$ cat src/rtl/tbm_pkg.sv
package tbm_pkg;

    localparam int WORD_W  = 8;
    localparam int TUNE_W  = 5;

    typedef enum logic [2:0] {
        ST_IDLE,
        ST_LEAD,
        ST_SCK_HI,
        ST_SCK_LO,
        ST_TAIL,
        ST_GAP
    } tbm_state_e;

    // Word layout: two reserved zeros, standby flag, then tuning state.
    function automatic logic [WORD_W-1:0] build_word(input logic standby,
                                                     input logic [TUNE_W-1:0] tune);
        return {2'b00, standby, tune};
    endfunction

    function automatic int max4(input int a, input int b, input int c, input int d);
        int m;
        m = a;
        if (b > m) m = b;
        if (c > m) m = c;
        if (d > m) m = d;
        return m;
    endfunction

endpackage

$ cat src/rtl/tbm_phase_timer.sv
module tbm_phase_timer #(
    parameter int CNT_W = 4
) (
    input  logic             clk,
    input  logic             rst_n,
    input  logic             load,
    input  logic [CNT_W-1:0] load_val,
    output logic             expired
);

    logic [CNT_W-1:0] cnt_q;

    always_ff @(posedge clk or negedge rst_n) begin
        if (!rst_n) begin
            cnt_q <= '0;
        end else if (load) begin
            cnt_q <= load_val - 1'b1;
        end else if (cnt_q != '0) begin
            cnt_q <= cnt_q - 1'b1;
        end
    end

    assign expired = (cnt_q == '0);

endmodule

$ cat src/rtl/tbm_word_shifter.sv
module tbm_word_shifter #(
    parameter int WORD_W = 8
) (
    input  logic              clk,
    input  logic              rst_n,
    input  logic              load,
    input  logic [WORD_W-1:0] word,
    input  logic              shift,
    input  logic              clear,
    output logic              serial_out,
    output logic              last_bit
);

    localparam int BC_W = (WORD_W > 1) ? $clog2(WORD_W) : 1;

    logic [WORD_W-1:0] sreg_q;
    logic [BC_W-1:0]   bit_cnt_q;

    always_ff @(posedge clk or negedge rst_n) begin
        if (!rst_n) begin
            sreg_q    <= '0;
            bit_cnt_q <= '0;
        end else if (load) begin
            sreg_q    <= word;
            bit_cnt_q <= '0;
        end else if (shift) begin
            sreg_q    <= {sreg_q[WORD_W-2:0], 1'b0};
            bit_cnt_q <= bit_cnt_q + 1'b1;
        end else if (clear) begin
            sreg_q    <= '0;
            bit_cnt_q <= '0;
        end
    end

    assign serial_out = sreg_q[WORD_W-1];
    assign last_bit   = (bit_cnt_q == BC_W'(WORD_W - 1));

endmodule

$ cat src/rtl/tbm_sel_decode.sv
module tbm_sel_decode #(
    parameter int NUM_DEV = 3,
    parameter int DEV_W   = 2
) (
    input  logic               en,
    input  logic [DEV_W-1:0]   idx,
    output logic [NUM_DEV-1:0] sel
);

    for (genvar g = 0; g < NUM_DEV; g++) begin : g_line
        assign sel[g] = en && (idx == DEV_W'(g));
    end

endmodule

$ cat src/rtl/tune_bus_master.sv
module tune_bus_master
    import tbm_pkg::*;
#(
    parameter int NUM_DEV   = 3,
    parameter int DEV_W     = (NUM_DEV > 1) ? $clog2(NUM_DEV) : 1,
    parameter int HALF_CYC  = 4,
    parameter int LEAD_CYC  = 4,
    parameter int TRAIL_CYC = 2,
    parameter int GAP_CYC   = 8
) (
    input  logic               clk,
    input  logic               rst_n,
    input  logic               req_valid,
    output logic               req_ready,
    input  logic [DEV_W-1:0]   req_dev,
    input  logic [4:0]         req_state,
    input  logic               req_standby,
    output logic               bus_sclk,
    output logic               bus_sdata,
    output logic [NUM_DEV-1:0] bus_sen
);

    localparam int MAX_CYC = max4(HALF_CYC, LEAD_CYC, TRAIL_CYC, GAP_CYC);
    localparam int CNT_W   = $clog2(MAX_CYC + 1);

    tbm_state_e state_q, state_nx;

    logic             tmr_expired;
    logic             tmr_load;
    logic [CNT_W-1:0] tmr_val;
    logic             last_bit;
    logic             accept;
    logic             active_nx;
    logic [DEV_W-1:0] dev_q, dev_nx;
    logic [NUM_DEV-1:0] sel_nx;
    logic             sh_shift, sh_clear;
    logic             sclk_q;
    logic [NUM_DEV-1:0] sen_q;

    assign accept = (state_q == ST_IDLE) && req_valid;

    // Next-state logic
    always_comb begin
        state_nx = state_q;
        unique case (state_q)
            ST_IDLE:   if (req_valid)   state_nx = ST_LEAD;
            ST_LEAD:   if (tmr_expired) state_nx = ST_SCK_HI;
            ST_SCK_HI: if (tmr_expired) state_nx = last_bit ? ST_TAIL : ST_SCK_LO;
            ST_SCK_LO: if (tmr_expired) state_nx = ST_SCK_HI;
            ST_TAIL:   if (tmr_expired) state_nx = ST_GAP;
            ST_GAP:    if (tmr_expired) state_nx = ST_IDLE;
            default:                    state_nx = ST_IDLE;
        endcase
    end

    // State register
    always_ff @(posedge clk or negedge rst_n) begin
        if (!rst_n) state_q <= ST_IDLE;
        else        state_q <= state_nx;
    end

    // Phase length for the state being entered
    always_comb begin
        tmr_load = (state_nx != state_q);
        unique case (state_nx)
            ST_LEAD:   tmr_val = CNT_W'(LEAD_CYC);
            ST_SCK_HI: tmr_val = CNT_W'(HALF_CYC);
            ST_SCK_LO: tmr_val = CNT_W'(HALF_CYC);
            ST_TAIL:   tmr_val = CNT_W'(TRAIL_CYC);
            ST_GAP:    tmr_val = CNT_W'(GAP_CYC);
            default:   tmr_val = CNT_W'(1);
        endcase
    end

    tbm_phase_timer #(.CNT_W(CNT_W)) timer_i (
        .clk      (clk),
        .rst_n    (rst_n),
        .load     (tmr_load),
        .load_val (tmr_val),
        .expired  (tmr_expired)
    );

    assign sh_shift = (state_q == ST_SCK_HI) && (state_nx == ST_SCK_LO);
    assign sh_clear = (state_q == ST_TAIL)   && (state_nx == ST_GAP);

    tbm_word_shifter #(.WORD_W(WORD_W)) shifter_i (
        .clk        (clk),
        .rst_n      (rst_n),
        .load       (accept),
        .word       (build_word(req_standby, req_state)),
        .shift      (sh_shift),
        .clear      (sh_clear),
        .serial_out (bus_sdata),
        .last_bit   (last_bit)
    );

    // Target index held for the whole transfer
    always_ff @(posedge clk or negedge rst_n) begin
        if (!rst_n)      dev_q <= '0;
        else if (accept) dev_q <= req_dev;
    end

    assign dev_nx    = accept ? req_dev : dev_q;
    assign active_nx = (state_nx == ST_LEAD) || (state_nx == ST_SCK_HI) ||
                       (state_nx == ST_SCK_LO) || (state_nx == ST_TAIL);

    tbm_sel_decode #(.NUM_DEV(NUM_DEV), .DEV_W(DEV_W)) decode_i (
        .en  (active_nx),
        .idx (dev_nx),
        .sel (sel_nx)
    );

    // Output register process: pins follow the state being entered
    always_ff @(posedge clk or negedge rst_n) begin
        if (!rst_n) begin
            sclk_q <= 1'b0;
            sen_q  <= '0;
        end else begin
            sclk_q <= (state_nx == ST_SCK_HI);
            sen_q  <= sel_nx;
        end
    end

    assign bus_sclk  = sclk_q;
    assign bus_sen   = sen_q;
    assign req_ready = (state_q == ST_IDLE);

endmodule

$ cat config.mk
export PLATFORM = sky130hd
export DESIGN_NAME = tune_bus_master
export DESIGN_NICKNAME = d
export VERILOG_FILES = /design/src/rtl/tbm_pkg.sv /design/src/rtl/tbm_phase_timer.sv /design/src/rtl/tbm_word_shifter.sv /design/src/rtl/tbm_sel_decode.sv /design/src/rtl/tune_bus_master.sv
export SDC_FILE = /design/constraint.sdc
export NUM_CORES = 1
export LEC_CHECK = 0
export ABC_AREA = 1
export BUFFER_PORTS_ARGS = -buffer_cell sky130_fd_sc_hd__buf_4
export CORE_MARGIN = 4
export CORE_UTILIZATION = 37
export DETAILED_ROUTE_END_ITERATION = 16
export HOLD_SLACK_MARGIN = 0.02
export PLACE_DENSITY_LB_ADDON = 0.25
export RECOVER_POWER = 50
export SLEW_MARGIN = 25
export SYNTH_ARGS = -nofsm -noshare
export SYNTH_HDL_FRONTEND = slang
export SYNTH_SLANG_ARGS = --single-unit
$ cat constraint.sdc
create_clock -name clk -period 2.6 [get_ports clk]
set_input_delay 0 -clock clk [delete_from_list [all_inputs] [get_ports clk]]
set_output_delay 0 -clock clk [all_outputs]
set_load 0.02 [all_outputs]
==> impl_results.html <==
<table>
<tr><th>Metric</th><th>Value</th></tr>
<tr><th colspan="2">Outcome</th></tr>
<tr><td>Outcome</td><td>finished clean</td></tr>
<tr><th colspan="2">Power and ir drop</th></tr>
<tr><td>Sw Ratio</td><td>45.9%</td></tr>
<tr><td>Peak supply drop</td><td>431 µV</td></tr>
<tr><td>Share of power burned in the clock network</td><td>11.3%</td></tr>
<tr><td>Proportion of power drawn by combinational gates</td><td>55.7%</td></tr>
<tr><td>Switching power total</td><td>880 µW</td></tr>
<tr><td>Pwr per Cell Area</td><td>1180 mW/mm²</td></tr>
<tr><td>Total power after layout</td><td>1920 µW</td></tr>
<tr><td>Leak pwr</td><td>0.000808 µW</td></tr>
<tr><td>Internal portion of total power</td><td>1040 µW</td></tr>
<tr><td>Share of power burned in registers</td><td>33.0%</td></tr>
<tr><th colspan="2">Logic synthesis</th></tr>
<tr><td>Average footprint of a synthesized cell</td><td>8.97 µm²</td></tr>
<tr><td>Cells after Synth</td><td>151</td></tr>
<tr><td>Yosys warns</td><td>0</td></tr>
<tr><td>Post-synthesis cell type count</td><td>28</td></tr>
<tr><td>Post-synthesis instance area</td><td>0.00136 mm²</td></tr>
<tr><td>Commonest cells in the synthesized netlist</td><td>sky130_fd_sc_hd__nand2_1 (31), sky130_fd_sc_hd__dfrtp_1 (24), sky130_fd_sc_hd__inv_1 (16)</td></tr>
<tr><td>Number of enable-type register cells in the synthesized netlist</td><td>0</td></tr>
<tr><td>Seq cells post-synth</td><td>24</td></tr>
<tr><td>Share of synthesized area occupied by flip-flops and latches</td><td>44.3%</td></tr>
<tr><td>Area share of the largest cell type after synthesis</td><td>44.3%</td></tr>
<tr><td>Cells taking the most area after synthesis</td><td>sky130_fd_sc_hd__dfrtp_1 (44%), sky130_fd_sc_hd__nand2_1 (8.6%), sky130_fd_sc_hd__nand2_4 (5.0%)</td></tr>
<tr><td>Cell taking the most area after synthesis</td><td>sky130_fd_sc_hd__dfrtp_1</td></tr>
<tr><td>Ys async rst share</td><td>100%</td></tr>
<tr><td>Mapped Nets</td><td>165</td></tr>
<tr><td>Primary flip-flop cell chosen by synthesis mapping</td><td>sky130_fd_sc_hd__dfrtp_1</td></tr>
<tr><td>Cell with the most instances after synthesis</td><td>sky130_fd_sc_hd__nand2_1</td></tr>
<tr><th colspan="2">Layout</th></tr>
<tr><td>Syn-to-layout area delta</td><td>19.4%</td></tr>
<tr><td>Post-layout nets</td><td>192</td></tr>
<tr><td>Antenna cell count</td><td>0</td></tr>
<tr><td>Fillers</td><td>323</td></tr>
<tr><td>Fin util</td><td>47.0%</td></tr>
<tr><td>Final non-filler cell total</td><td>222</td></tr>
<tr><td>Share of layout cells above drive strength 1</td><td>30.7%</td></tr>
<tr><th colspan="2">Worst setup path</th></tr>
<tr><td>Critical path class</td><td>flop to flop</td></tr>
<tr><td>Worst endpoint required time</td><td>2.81 ns</td></tr>
<tr><td>Critical Path End Type</td><td>flop</td></tr>
<tr><td>Top Family by Delay on Critical Path</td><td>simple AND/OR/NAND/NOR gates</td></tr>
<tr><td>CP max FO</td><td>8</td></tr>
<tr><td>Critical path cell sequence</td><td>ha_1 -&gt; ha_1 -&gt; nand3_4 -&gt; nand2_4 -&gt; nand3_1 -&gt; nand3_4 -&gt; nor2_8 -&gt; nand3_1 -&gt; nand2_1 -&gt; inv_2 -&gt; ha_1 -&gt; or2_1 -&gt; inv_1</td></tr>
<tr><td>Data arrival time of the critical path</td><td>2.42 ns</td></tr>
<tr><td>Worst path slowest cell</td><td>sky130_fd_sc_hd__dfrtp_1</td></tr>
<tr><td>Cell type with the highest occurrence count on the critical path</td><td>sky130_fd_sc_hd__ha_1</td></tr>
<tr><td>Max stage delay on crit path</td><td>0.40 ns</td></tr>
<tr><td>Buffers plus inverters on the worst setup path</td><td>2</td></tr>
<tr><td>Kind of start point of the critical path</td><td>flop</td></tr>
<tr><th colspan="2">Flow run</th></tr>
<tr><td>Max_cap viols</td><td>0</td></tr>
<tr><th colspan="2">GRT</th></tr>
<tr><td>GRT Overall Usage</td><td>12.9%</td></tr>
<tr><td>Remaining Overflow, GRT</td><td>0</td></tr>
<tr><td>Largest net degree at the start of global routing</td><td>25</td></tr>
<tr><td>Global-route wire length before repair</td><td>4480 µm</td></tr>
<tr><td>Vias in the first global route</td><td>1046</td></tr>
<tr><td>Initial antenna violation count</td><td>0</td></tr>
<tr><th colspan="2">Clocking</th></tr>
<tr><td>CTS tree</td><td>done</td></tr>
<tr><td>Clk_lat worst skew</td><td>0.26 ns</td></tr>
<tr><td>Clock tree root buffer cell</td><td>sky130_fd_sc_hd__clkbuf_8</td></tr>
<tr><td>Number of sinks on the clock net</td><td>24</td></tr>
<tr><td>Count of H-tree levels built during CTS</td><td>1</td></tr>
<tr><td>Clk buf depth</td><td>2</td></tr>
<tr><td>Post-CTS Setup Inserts</td><td>0</td></tr>
<tr><td>Number of buffers created by CTS</td><td>3</td></tr>
<tr><td>Clk slew on worst S/H paths</td><td>0.08 ns</td></tr>
<tr><th colspan="2">Placed design</th></tr>
<tr><td>DPL Wire Length</td><td>1950 µm</td></tr>
<tr><td>Placed instance count</td><td>212</td></tr>
<tr><td>Count of input and output buffers</td><td>16</td></tr>
<tr><td>GPL Wtd Cong</td><td>0.727</td></tr>
<tr><th colspan="2">STA</th></tr>
<tr><td>Final Hold Viols</td><td>0</td></tr>
<tr><td>Maximum clock frequency</td><td>0.452 GHz</td></tr>
<tr><td>Transition time at the pin with the least slew margin</td><td>1.27 ns</td></tr>
<tr><td>Setup repair after global routing missed its margin</td><td>no</td></tr>
<tr><td>Sum of negative setup slack</td><td>0 ns</td></tr>
<tr><td>Final period utilization</td><td>85.2%</td></tr>
<tr><td>Max-Slew Margin vs Limit</td><td>15.0%</td></tr>
<tr><td>Minimum hold slack</td><td>0.0467 ns</td></tr>
<tr><td>Worst Clk Skew</td><td>0.00158 ns</td></tr>
<tr><td># setup viols final</td><td>0</td></tr>
<tr><td>Final critical-path required period</td><td>2.21 ns</td></tr>
<tr><td>Final slew viol count</td><td>0</td></tr>
<tr><th colspan="2">Floorplanning</th></tr>
<tr><td>Horizontal die dimension</td><td>68.5 µm</td></tr>
<tr><td>Die Ht</td><td>68.5 µm</td></tr>
<tr><td>Starting Density</td><td>39.4%</td></tr>
<tr><td>Placeable core area</td><td>0.00344 mm²</td></tr>
<tr><td>Count of standard-cell rows</td><td>21</td></tr>
<tr><td>Die outline area</td><td>0.00469 mm²</td></tr>
<tr><td>Num ports</td><td>17</td></tr>
<tr><th colspan="2">Routing</th></tr>
<tr><td>Number of detailed-route iterations in the first pass</td><td>4</td></tr>
<tr><td>Sum of routed wire length over all layers</td><td>2510 µm</td></tr>
<tr><td>Count of routing violations after the opening detailed-route iteration</td><td>49</td></tr>
<tr><td>Post-DR vias/cell</td><td>4.69</td></tr>
<tr><td>Wire length per cell after detailed routing</td><td>11.3 µm</td></tr>
<tr><td>Number of vias after detailed routing</td><td>1041</td></tr>
<tr><td>Number of nets still failing antenna checks after routing</td><td>0</td></tr>
<tr><td>DRC violations left</td><td>0</td></tr>
<tr><th colspan="2">Hold path</th></tr>
<tr><td>Min-Delay Path Class</td><td>input pin to flop</td></tr>
</table>
==> repair_timing <==
| action | 4_1_cts | 5_1_grt |
|---|---|---|
| hold buffers | 7 | 0 |
| endpoints found under the hold margin | 30 | 0 |
| resized for setup | 0 | 0 |
==> placed cells by master (no fill, tap or decap), drive strengths merged <==
| master | count |
|---|---|
| clkbuf | 7 |
| dfrtp | 24 |
| dlygate4sd3 | 7 |
| nand4 | 5 |
| clkinv | 1 |
| o21bai | 1 |
| nor2 | 12 |
| nor3 | 1 |
| o211ai | 1 |
| nand2 | 47 |
| nand3 | 18 |
| a21oi | 1 |
| inv | 23 |
| or2 | 3 |
| o22ai | 1 |
| o21ai | 9 |
| ha | 3 |
| buf | 12 |
==> power by group through the flow <==
stage	clock, µW	sequential, µW	combinational [µW]
after detailed placement	0	642	1080
after floorplan	0	655	841
after global routing	240	653	1230
final	216	633	1070
after CTS	228	634	1100
after global placement	0	635	1050
==> cell type report <==
cell class | count | area (µm²) | share of cell area (%)
timing repair buffer | 23 | 175 | 10.8
clock buffer | 3 | 41.3 | 2.55
multi-input combinational | 102 | 651 | 40.2
inverter | 24 | 92.6 | 5.72
tap | 46 | 57.6 | 3.56
sequential | 24 | 601 | 37.1
==> path summary, 6_finish.rpt <==
| path | start | endpoint | slack [ns] | cells past startpoint |
|---|---|---|---|---|
| max | shifter_i.bit_cnt_q[0] | timer_i.cnt_q[1] | 0.39 | 13 |
| min | req_dev[0] | dev_q[0] | 0.05 | 3 |
| max reg2reg | shifter_i.bit_cnt_q[0] | timer_i.cnt_q[1] | 0.39 | 13 |
| min reg2reg | shifter_i.sreg_q[2] | shifter_i.sreg_q[2] | 0.49 | 2 |
| max in group asynchronous | rst_n | shifter_i.bit_cnt_q[2] | 1.32 | 2 |
| min in group asynchronous | rst_n | bus_sen[2] | 0.54 | 2 |
==> through the flow <==
step	area (µm²)	worst slack, ns
after floorplan	1360	0.460
after global placement	1520	0.445
after detailed placement	1520	0.378
after CTS	1630	0.363
after global routing	1620	0.205
final	1620	0.385
==> layer usage <==
metal  part of all wire, %  track usage, %
met1                    47            16.5
met3                   3.7            1.62
met2                    47            20.7
met4                   2.3            7.20
met5                     0               0
==> registers in the layout, indices dropped and copies added (netlist names) <==
| register | flops |
|---|---|
| shifter_i.sreg_q | 8 |
| timer_i.cnt_q | 4 |
| bus_sen | 3 |
| shifter_i.bit_cnt_q | 3 |
| state_q | 3 |
| dev_q | 2 |
| bus_sclk | 1 |
==> cells by family after synthesis <==
| family | Yosys count | synth area share [%] |
|---|---|---|
| simple gates | 86 | 39.2 |
| compound gates | 13 | 6.09 |
| flops | 24 | 44.3 |
| buf+inv | 25 | 7.66 |
| fa+ha+maj | 3 | 2.77 |
==> tightest hold or removal path, delay by kind of cell <==
| family | cells | cell delay [ns] |
|---|---|---|
| AO/OA/AOI/OAI | 1 | 0.13 |
| buffers and inverters | 2 | 0.15 |
No activity file was read; power rests on OpenSTA's default activity.
